<file path="config.mk">
export PLATFORM = sky130hd
export DESIGN_NAME = tx_slot_sched
export DESIGN_NICKNAME = d
export VERILOG_FILES = /design/src/rtl/tss_pkg.sv /design/src/rtl/tss_prio_pick.sv /design/src/rtl/tss_msg_store.sv /design/src/rtl/tx_slot_sched.sv
export SDC_FILE = /design/constraint.sdc
export NUM_CORES = 1
export LEC_CHECK = 0
export BUFFER_PORTS_ARGS = -buffer_cell sky130_fd_sc_hd__buf_4
export CAP_MARGIN = 15
export CORE_ASPECT_RATIO = 0.5
export CORE_MARGIN = 1.5
export CORE_UTILIZATION = 64
export CTS_BUF_LIST = sky130_fd_sc_hd__clkbuf_4 sky130_fd_sc_hd__clkbuf_8
export DETAILED_ROUTE_END_ITERATION = 16
export PLACE_DENSITY = 0.82
export SLEW_MARGIN = 20
export SYNTH_ARGS = -nofsm -noshare
export SYNTH_HDL_FRONTEND = slang
export SYNTH_SLANG_ARGS = --single-unit
</file>
<file path="constraint.sdc">
create_clock -name clk -period 5.05 [get_ports clk]
set_input_delay 1.01 -clock clk [delete_from_list [all_inputs] [get_ports clk]]
set_output_delay 1.01 -clock clk [all_outputs]
set_load 0.1 [all_outputs]
</file>
<file path="src/rtl/tss_pkg.sv">
package tss_pkg;
  typedef enum logic [1:0] {
    EV_NONE  = 2'd0,
    EV_DONE  = 2'd1,
    EV_RETRY = 2'd2
  } tx_evt_e;
endpackage

</file>
<file path="src/rtl/tss_prio_pick.sv">
module tss_prio_pick #(
  parameter int NSLOT = 3,
  parameter int PW    = 8,
  localparam int SW   = (NSLOT > 1) ? $clog2(NSLOT) : 1
) (
  input  logic [NSLOT-1:0]         pend,
  input  logic [NSLOT-1:0][PW-1:0] rank,
  output logic                     found,
  output logic [SW-1:0]            win
);
  logic [PW-1:0] best;

  always_comb begin
    found = 1'b0;
    win   = '0;
    best  = '1;
    for (int i = 0; i < NSLOT; i++) begin
      // strict compare keeps the lower index on a tie
      if (pend[i] && (!found || rank[i] < best)) begin
        found = 1'b1;
        win   = SW'(i);
        best  = rank[i];
      end
    end
  end

  always_comb begin
    if (found) begin
      for (int i = 0; i < NSLOT; i++) begin
        if (pend[i])
          p_pick_min_r3: assert (rank[win] <= rank[i]);
        if (pend[i] && rank[i] == rank[win])
          p_tie_low_r4: assert (int'(win) <= i);
      end
    end
  end
endmodule

</file>
<file path="src/rtl/tss_msg_store.sv">
module tss_msg_store #(
  parameter int NSLOT = 3,
  parameter int NBYTE = 13,
  parameter int DW    = 8,
  localparam int SW    = (NSLOT > 1) ? $clog2(NSLOT) : 1,
  localparam int AW    = $clog2(NBYTE),
  localparam int DEPTH = NSLOT << AW
) (
  input  logic          clk,
  input  logic          we,
  input  logic [SW-1:0] wslot,
  input  logic [AW-1:0] waddr,
  input  logic [DW-1:0] wdata,
  input  logic [SW-1:0] rslot,
  input  logic [AW-1:0] raddr,
  output logic [DW-1:0] rdata
);
  logic [DW-1:0] mem [DEPTH];

  always_ff @(posedge clk) begin
    if (we)
      mem[{wslot, waddr}] <= wdata;
    rdata <= mem[{rslot, raddr}];
  end
endmodule

</file>
<file path="src/rtl/tx_slot_sched.sv">
module tx_slot_sched #(
  parameter int NSLOT = 3,
  parameter int PW    = 8,
  parameter int DW    = 8,
  parameter int NBYTE = 13,
  localparam int SW   = (NSLOT > 1) ? $clog2(NSLOT) : 1,
  localparam int AW   = $clog2(NBYTE)
) (
  input  logic             clk,
  input  logic             rst,
  input  logic             byte_we,
  input  logic [SW-1:0]    byte_slot,
  input  logic [AW-1:0]    byte_addr,
  input  logic [DW-1:0]    byte_wdata,
  input  logic             prio_we,
  input  logic [SW-1:0]    prio_slot,
  input  logic [PW-1:0]    prio_wdata,
  input  logic             mark_rdy,
  input  logic [SW-1:0]    rdy_slot,
  input  logic [NSLOT-1:0] irq_mask,
  input  logic             arb_start,
  input  logic             tx_ok,
  input  logic             tx_err,
  input  logic             arb_lost,
  input  logic [AW-1:0]    rd_addr,
  output logic [NSLOT-1:0] free_flags,
  output logic [NSLOT-1:0] irq,
  output logic             tx_req,
  output logic [SW-1:0]    tx_slot,
  output logic [PW-1:0]    tx_prio,
  output logic [DW-1:0]    rd_data
);
  import tss_pkg::*;

  logic [NSLOT-1:0]         free_q, free_d;
  logic [NSLOT-1:0]         irq_q;
  logic [NSLOT-1:0][PW-1:0] rank_q;
  logic                     busy_q;
  logic [SW-1:0]            act_q;
  logic [PW-1:0]            act_rank_q;
  logic                     pick_found;
  logic [SW-1:0]            pick_win;
  tx_evt_e                  evt;
  logic                     byte_ok, prio_ok, rdy_ok;

  tss_prio_pick #(.NSLOT(NSLOT), .PW(PW)) pick_i (
    .pend  (~free_q),
    .rank  (rank_q),
    .found (pick_found),
    .win   (pick_win)
  );

  // writes to the slot in flight are dropped
  assign byte_ok = byte_we && int'(byte_slot) < NSLOT && int'(byte_addr) < NBYTE
                   && !(busy_q && byte_slot == act_q);
  assign prio_ok = prio_we && int'(prio_slot) < NSLOT
                   && !(busy_q && prio_slot == act_q);
  assign rdy_ok  = mark_rdy && int'(rdy_slot) < NSLOT
                   && !(busy_q && rdy_slot == act_q);

  tss_msg_store #(.NSLOT(NSLOT), .NBYTE(NBYTE), .DW(DW)) store_i (
    .clk   (clk),
    .we    (byte_ok),
    .wslot (byte_slot),
    .waddr (byte_addr),
    .wdata (byte_wdata),
    .rslot (act_q),
    .raddr (rd_addr),
    .rdata (rd_data)
  );

  always_comb begin
    if (busy_q && tx_ok)                 evt = EV_DONE;
    else if (busy_q && (tx_err || arb_lost)) evt = EV_RETRY;
    else                                 evt = EV_NONE;
  end

  always_comb begin
    free_d = free_q;
    if (rdy_ok)
      free_d[rdy_slot] = 1'b0;
    if (evt == EV_DONE)
      free_d[act_q] = 1'b1;
  end

  always_ff @(posedge clk) begin
    if (rst) begin
      free_q     <= '1;
      irq_q      <= '0;
      busy_q     <= 1'b0;
      act_q      <= '0;
      act_rank_q <= '0;
    end else begin
      free_q <= free_d;
      irq_q  <= free_d & ~irq_mask;
      if (evt != EV_NONE) begin
        busy_q <= 1'b0;
      end else if (!busy_q && arb_start && pick_found) begin
        busy_q     <= 1'b1;
        act_q      <= pick_win;
        act_rank_q <= rank_q[pick_win];
      end
    end
  end

  always_ff @(posedge clk) begin
    if (rst)
      rank_q <= '0;
    else if (prio_ok)
      rank_q[prio_slot] <= prio_wdata;
  end

  assign free_flags = free_q;
  assign irq        = irq_q;
  assign tx_req     = busy_q;
  assign tx_slot    = act_q;
  assign tx_prio    = act_rank_q;

  p_req_pending_r3: assert property (@(posedge clk) disable iff (rst)
    tx_req |-> !free_flags[tx_slot]);
  p_none_no_req_r5: assert property (@(posedge clk) disable iff (rst)
    (!tx_req && arb_start && (&free_flags)) |=> !tx_req);
  p_done_frees_r6: assert property (@(posedge clk) disable iff (rst)
    (tx_req && tx_ok) |=> (!tx_req && free_flags[$past(tx_slot)]));
  p_retry_pending_r7: assert property (@(posedge clk) disable iff (rst)
    (tx_req && !tx_ok && (tx_err || arb_lost)) |=> (!tx_req && !free_flags[$past(tx_slot)]));
  p_hold_r11: assert property (@(posedge clk) disable iff (rst)
    (tx_req && !tx_ok && !tx_err && !arb_lost) |=> ($stable(tx_slot) && $stable(tx_prio) && tx_req));
  p_irq_mask_r8: assert property (@(posedge clk) disable iff (rst)
    (irq & irq_mask) == '0 || !$stable(irq_mask));
endmodule

</file>
* After elaboration in Yosys (flattened, before gate mapping) *
Memory sizes are Yosys's and may differ from the RTL's. A register that Yosys moved wholly into a read port is not among the register bits.
Cells that the tools add are included.

word-level totals
  bits in writable memories = 384
  memories kept = 1
  output and inout port bits = 25
  logic and storage cells = 86
  register bits after elaboration = 41
  bits of input ports = 42

operators by class
  muxes and demuxes = 22
  $lt $le $gt $ge = 13
  bitwise logic cells = 7
  eq/ne operators = 4
  reduce and logical (&&, ||, !) cells = 31

memory list
  name         words  bits a word  rd ports  clocked after Yosys merged registers in  wr ports  line                 RTL
  store_i.mem  48     8            1         1                                        1         tss_msg_store.sv:18  logic [DW-1:0] mem [DEPTH];

operators by type and width
  operator                                                            count
  2-to-1 mux 8 bit                                                    4
  bitwise mux 24 bit                                                  1
  logical AND 1 bit                                                   19
  binary-select mux 8 bit (select 2 bit)                              1
  demux 8 bit (select 2 bit)                                          1
  < comparator 8 bit                                                  2
  < comparator 2 x 3 -> 1 bit (second input constant)                 4
  inverter 3 bit                                                      3
  2-to-1 mux 1 bit                                                    8
  AND 3 bit                                                           2
  equality test 2 bit                                                 3
  greater-or-equal comparator 2 x 1 -> 1 bit (second input constant)  3
  logical NOT 1 bit                                                   6
  < comparator 2 bit (second input constant)                          3
  2-to-1 mux 2 bit                                                    3
  2-to-1 mux 3 bit                                                    2
  demux 1 bit (select 2 bit)                                          2
  < comparator 4 bit (second input constant)                          1
  logical OR 1 bit                                                    3
  bitwise OR 3 bit                                                    1
  equality test 2 x 1 -> 1 bit (second input constant)                1
  AND reduction 2 bit                                                 1
  nonzero test 2 bit                                                  1
  OR reduction 2 bit                                                  1
  inverter 1 bit                                                      1

* Longest topological paths before layout *
  depth after elaboration = 12
  gate-level depth with buffers = 20

* Hierarchy *
From an unflattened synthesis, not the netlist that was laid out.

second synthesis, totals
  cells, all modules = 1050
  area, all modules = 17740.8 µm²

by module, submodules not included
  module         cells an instance  seq. area each (µm²)  area an instance (µm²)  times used
  tss_msg_store  793                11691.2               15349.7                 1
  tx_slot_sched  186                820.8                 1849.3                  1
  tss_prio_pick  71                 0.0                   541.8                   1

* Worst setup path after synthesis *
OpenSTA, ideal clock, no wires.

  kind = register to register
  start point = register free_q[0], in the netlist free_flags[0]
  end point = register act_q[0], in the netlist tx_slot[0]
  path slack = 0.275 ns
  data required time = 4.979 ns
  stages on the path, launching flop included = 20
  path buffers = 4
  arrival = 4.705 ns
  setup time = 0.071 ns
  period minus slack after synthesis = 4.775 ns
  cell sequence = dfxtp_1 -> clkbuf_1 -> nor2_1 -> ha_1 -> and3_1 -> a2111oi_2 -> a21boi_0 -> buf_2 -> clkbuf_1 -> nand2_1 -> o21ai_0 -> ha_1 -> nand2_1 -> o21ai_0 -> or2_2 -> buf_2 -> o22a_1 -> o31ai_4 -> or3_1 -> a21oi_1

on the way
  word-level cells in the longest chain between the ends = 12
  elaborated cells on any way between the ends = 18
  classes of those cells = 2 x order compare; 7 x mux; 1 x bitwise; 8 x reduce/logical

RTL lines
  what                                                            line                  RTL
  start: declaration                                              tx_slot_sched.sv:35   logic [NSLOT-1:0] free_q, free_d;
  start signal: assignment                                        tx_slot_sched.sv:94   free_q <= free_d;
  inverter 3 bit (*)                                              tx_slot_sched.sv:47   .pend (~free_q),
  2-to-1 mux 8 bit / 2-to-1 mux 1 bit (equally long branches)     tss_prio_pick.sv:19   if (pend[i] && (!found || rank[i] < best)) begin
  < comparator 8 bit / logical NOT 1 bit (equally long branches)  tss_prio_pick.sv:19
  logical OR 1 bit                                                tss_prio_pick.sv:19
  logical AND 1 bit                                               tss_prio_pick.sv:19
  2-to-1 mux 8 bit / 2-to-1 mux 1 bit (equally long branches)     tss_prio_pick.sv:19
  < comparator 8 bit / logical NOT 1 bit (equally long branches)  tss_prio_pick.sv:19
  logical OR 1 bit                                                tss_prio_pick.sv:19
  logical AND 1 bit                                               tss_prio_pick.sv:19
  2-to-1 mux 1 bit                                                tss_prio_pick.sv:19
  logical AND 1 bit                                               tx_slot_sched.sv:98   end else if (!busy_q && arb_start && pick_found) begin
  AND reduction 2 bit (no source line)                            --
  end signal: assignment                                          tx_slot_sched.sv:100  act_q <= pick_win;
  end: declaration                                                tx_slot_sched.sv:39   logic [SW-1:0] act_q;

Mark *: on every way between the ends. The rest lies on a longest branch, timed or not.
A chain may end at the register's enable or synchronous reset.

* Worst setup path after layout *
Ends and elaborated chain as after synthesis.

==> flow_summary.ini <==
[run_status]
status = complete, no violations

[routing]
wl_per_cell_um = 25.29
first_pass_iters = 5
vias = 9062
drt_iter0_drc = 1073
wl_um = 36520
post_drt_via_cell_ratio = 6.276
drcViolationCount = 0
ant_nets = 0

[hold_path]
worstHoldStart = tx_prio[4]
hp-class = reg -> reg

[timing]
finalHoldViolCount = 0
timing.fmax_mhz = 228.0
holdWs_ns = 0.4600
final.setup.worst_slack_ns = 0.6634
finClkSkew_ns = 0.02236
setup_viol = 0
rsz0062_at_grt = no
finalSetupTns_ns = 0
period_needed_ns = 4.387
worstMarginPinSlew_ns = 1.100
slew_violations = 0
post-route-period-util_pct = 86.86
max-slew-margin-rel_pct = 26.55

[synthesis]
synth-main-ff-cell = edfxtp_1
syn_area_per_cell_um2 = 19.21
syn_inst = 899
synth_edf_count = 384
yosysWarnings = 0
synth_area_leader_cell = edfxtp_1
async_flop_share_pct = 0
synth_top_area_share_pct = 66.77
synthDistinctLibCells = 55
syn-cell-area_mm2 = 0.01727
ys_ff_latch = 433
synth-seq-area-share_pct = 72.45
ys_top_cells_by_area = edfxtp_1 (67%), mux4_2 (16%), dfxtp_1 (5.7%), mux2i_1 (1.9%), nor2_1 (1.5%)

[pwr]
power_density_mw_per_mm2 = 369.9
p_leak_nw = 6.604
p_clk_share_pct = 35.4
p_total_w = 0.007188
ir_drop_mv = 0.1979
sequentialPowerShare_pct = 56.0
intPower_w = 0.005497
switching_share_pct = 23.52
p_comb_share_pct = 8.6
power_switching_w = 0.001691

[global_routing]
grt_pass1_wl_um = 55560
grt_pass1_vias = 9306
grt_use_total_pct = 27.33
grt_antenna_before_repair = 2
grt_max_degree = 52
grt-ovfl-total = 0

[worst_setup_path]
cp-startpoint = free_flags[0]
path_max_fanout = 31
cp_cell_sequence = nor2_1, ha_1, o21a_1, o31a_1, o311ai_1, a21boi_4, nand2_1, o21ai_0, ha_1, nand2_1, o21ai_0, or2_2, o22a_1, o31ai_4, or3_1, a21oi_1
critPathMaxStageDelay_ns = 0.62
crit_path_end = tx_slot[0]
reg2reg_from = free_flags[0]
end_kind = flop
critPathArrivalTime_ns = 4.93
cp.required_ns = 5.59
reg2reg_to = tx_slot[0]
rr_worst_depth = 16
crit_path_start_kind = flop
crit_type = reg -> reg
critPathBufInv = 0
cp_num_cells = 16
r2r_setup_slack_ns = 0.66
cp_top_family = compound AO/OA/AOI/OAI gates
crit_slowest_cell = dfxtp_1

[floorplan]
core_area_mm2 = 0.02649
initial_utilization_pct = 65.20
die_width_um = 235.3
fp.dieH_um = 119.2
die-area_mm2 = 0.02804
io_pins = 67
rows = 42

[clock_network]
postCtsSetupRepairBufs = 0
h-tree-depth = 2
clk_pin_slew_worst_paths_ns = 0.07
tritoncts = done
cts.path.max_buffers = 3
hold_buffers = 0
numCtsBuffers = 56
clock-root-buffer = clkbuf_8
clock_latency_ns = 0.61
numClockSinks = 433
post_cts_resized = 0

[finish]
nNetsFinal = 1105
layout_commonest_cell = edfxtp_1
area_growth_pct = 12.52
drive_gt1_share_pct = 27.47
n_antenna_cell = 0
final_cell_mix = edfxtp_1 (384), mux4_2 (120), buf_4 (74), conb_1 (72), nor2_1 (71)

[placed_design]
dp_slack_ns = 0.5459
port_buffers = 66
dp_hpwl_um = 22930
place_congestion = 0.8924

[flow_run]
maxCapViolCount = 0
==> Yosys cell counts, types with 2 or more instances <==
master / n
ha_1: 14
or3b_1: 3
or2_2: 4
buf_4: 4
nand2b_1: 6
or3b_2: 3
a21oi_1: 12
nand3b_1: 4
a211oi_1: 7
clkbuf_1: 25
buf_2: 15
inv_1: 4
a211o_1: 2
mux4_2: 120
dfxtp_1: 49
edfxtp_1: 384
or3_1: 4
o31ai_1: 7
nand2_1: 35
o21ai_0: 26
nor3_1: 11
mux2i_1: 32
o21a_1: 3
nor2b_1: 11
nor2_2: 6
buf_1: 9
nor2_1: 71
==> state kept, by name, summed over array words and instances, names as in the netlist <==
register	cells
store_i.mem	384
rank_q	24
store_i.rdata	8
tx_prio	8
free_flags	3
irq	3
tx_slot	2
tx_req	1
==> kinds of logic (layout without fill, tap and decap cells) <==
family / Yosys count / in the layout / synth area share, %
DFF: 433 / 433 / 72.45
muxes: 152 / 152 / 17.50
AOI/OAI and AO/OA: 75 / 75 / 2.934
buffers and inverters: 59 / 181 / 1.529
adders and majority gates: 14 / 14 / 1.014
xor gates and xnor gates: 1 / 1 / 0.05073
other: 1 / 72 / 0.02172
and+or+nand+nor: 164 / 164 / 4.492
==> final cells by class <==
type                    count  area, µm²
clock buffers              79      980.9
clock inverters            22      125.1
fillers                  1530       7054
inverters                   4      15.01
multi-input cells         478       4771
flip-flops and latches    433      12510
well taps                 352      440.4
repair buffers             76      586.8
==> through the flow <==
stage	cells	utilization, %	cell area (µm²)
after floorplan	970	-	17540
after global routing	1444	73.37	19430
after global placement	1343	69.16	18320
final	1444	73.37	19430
after detailed placement	1343	69.16	18320
after CTS	1444	73.34	19420
==> worst min-delay path: cells and delay by family (launching register included) <==
family	cells	cell delay (ns)
simple gates	1	0.05
compound gates	1	0.05
flops	1	0.33
==> per-layer routing <==
metal / GRT usage (%) / vias up / routed length, µm
met1: 38.28 / 4649 / 14660
met4: 8.589 / 4 / 856
met3: 8.206 / 72 / 3699
li1: - / 3873 / -
met5: 0 / - / 24
met2: 42.25 / 464 / 17270
==> power groups by stage <==
stage	registers [W]	clock network, W	logic [W]
final	0.00402	0.00255	0.000619
after global routing	0.00403	0.00271	0.000656
after CTS	0.00402	0.00259	0.000616
after detailed placement	0.00410	0	0.000612
after global placement	0.00409	0	0.000596
after floorplan	0.00422	0	0.000288
==> worst min-delay path by stage <==
stage	end	slack, ns	cells past startpoint
finish	tx_prio[4]	0.46	2
global route	tx_prio[3]	0.49	2
CTS	tx_prio[3]	0.46	2
detailed placement	tx_prio[3]	0.45	2
global placement	tx_prio[3]	0.44	2
floorplan	rank_q[16]	0.48	2
Note: power is estimated with default switching activity, not from simulation.
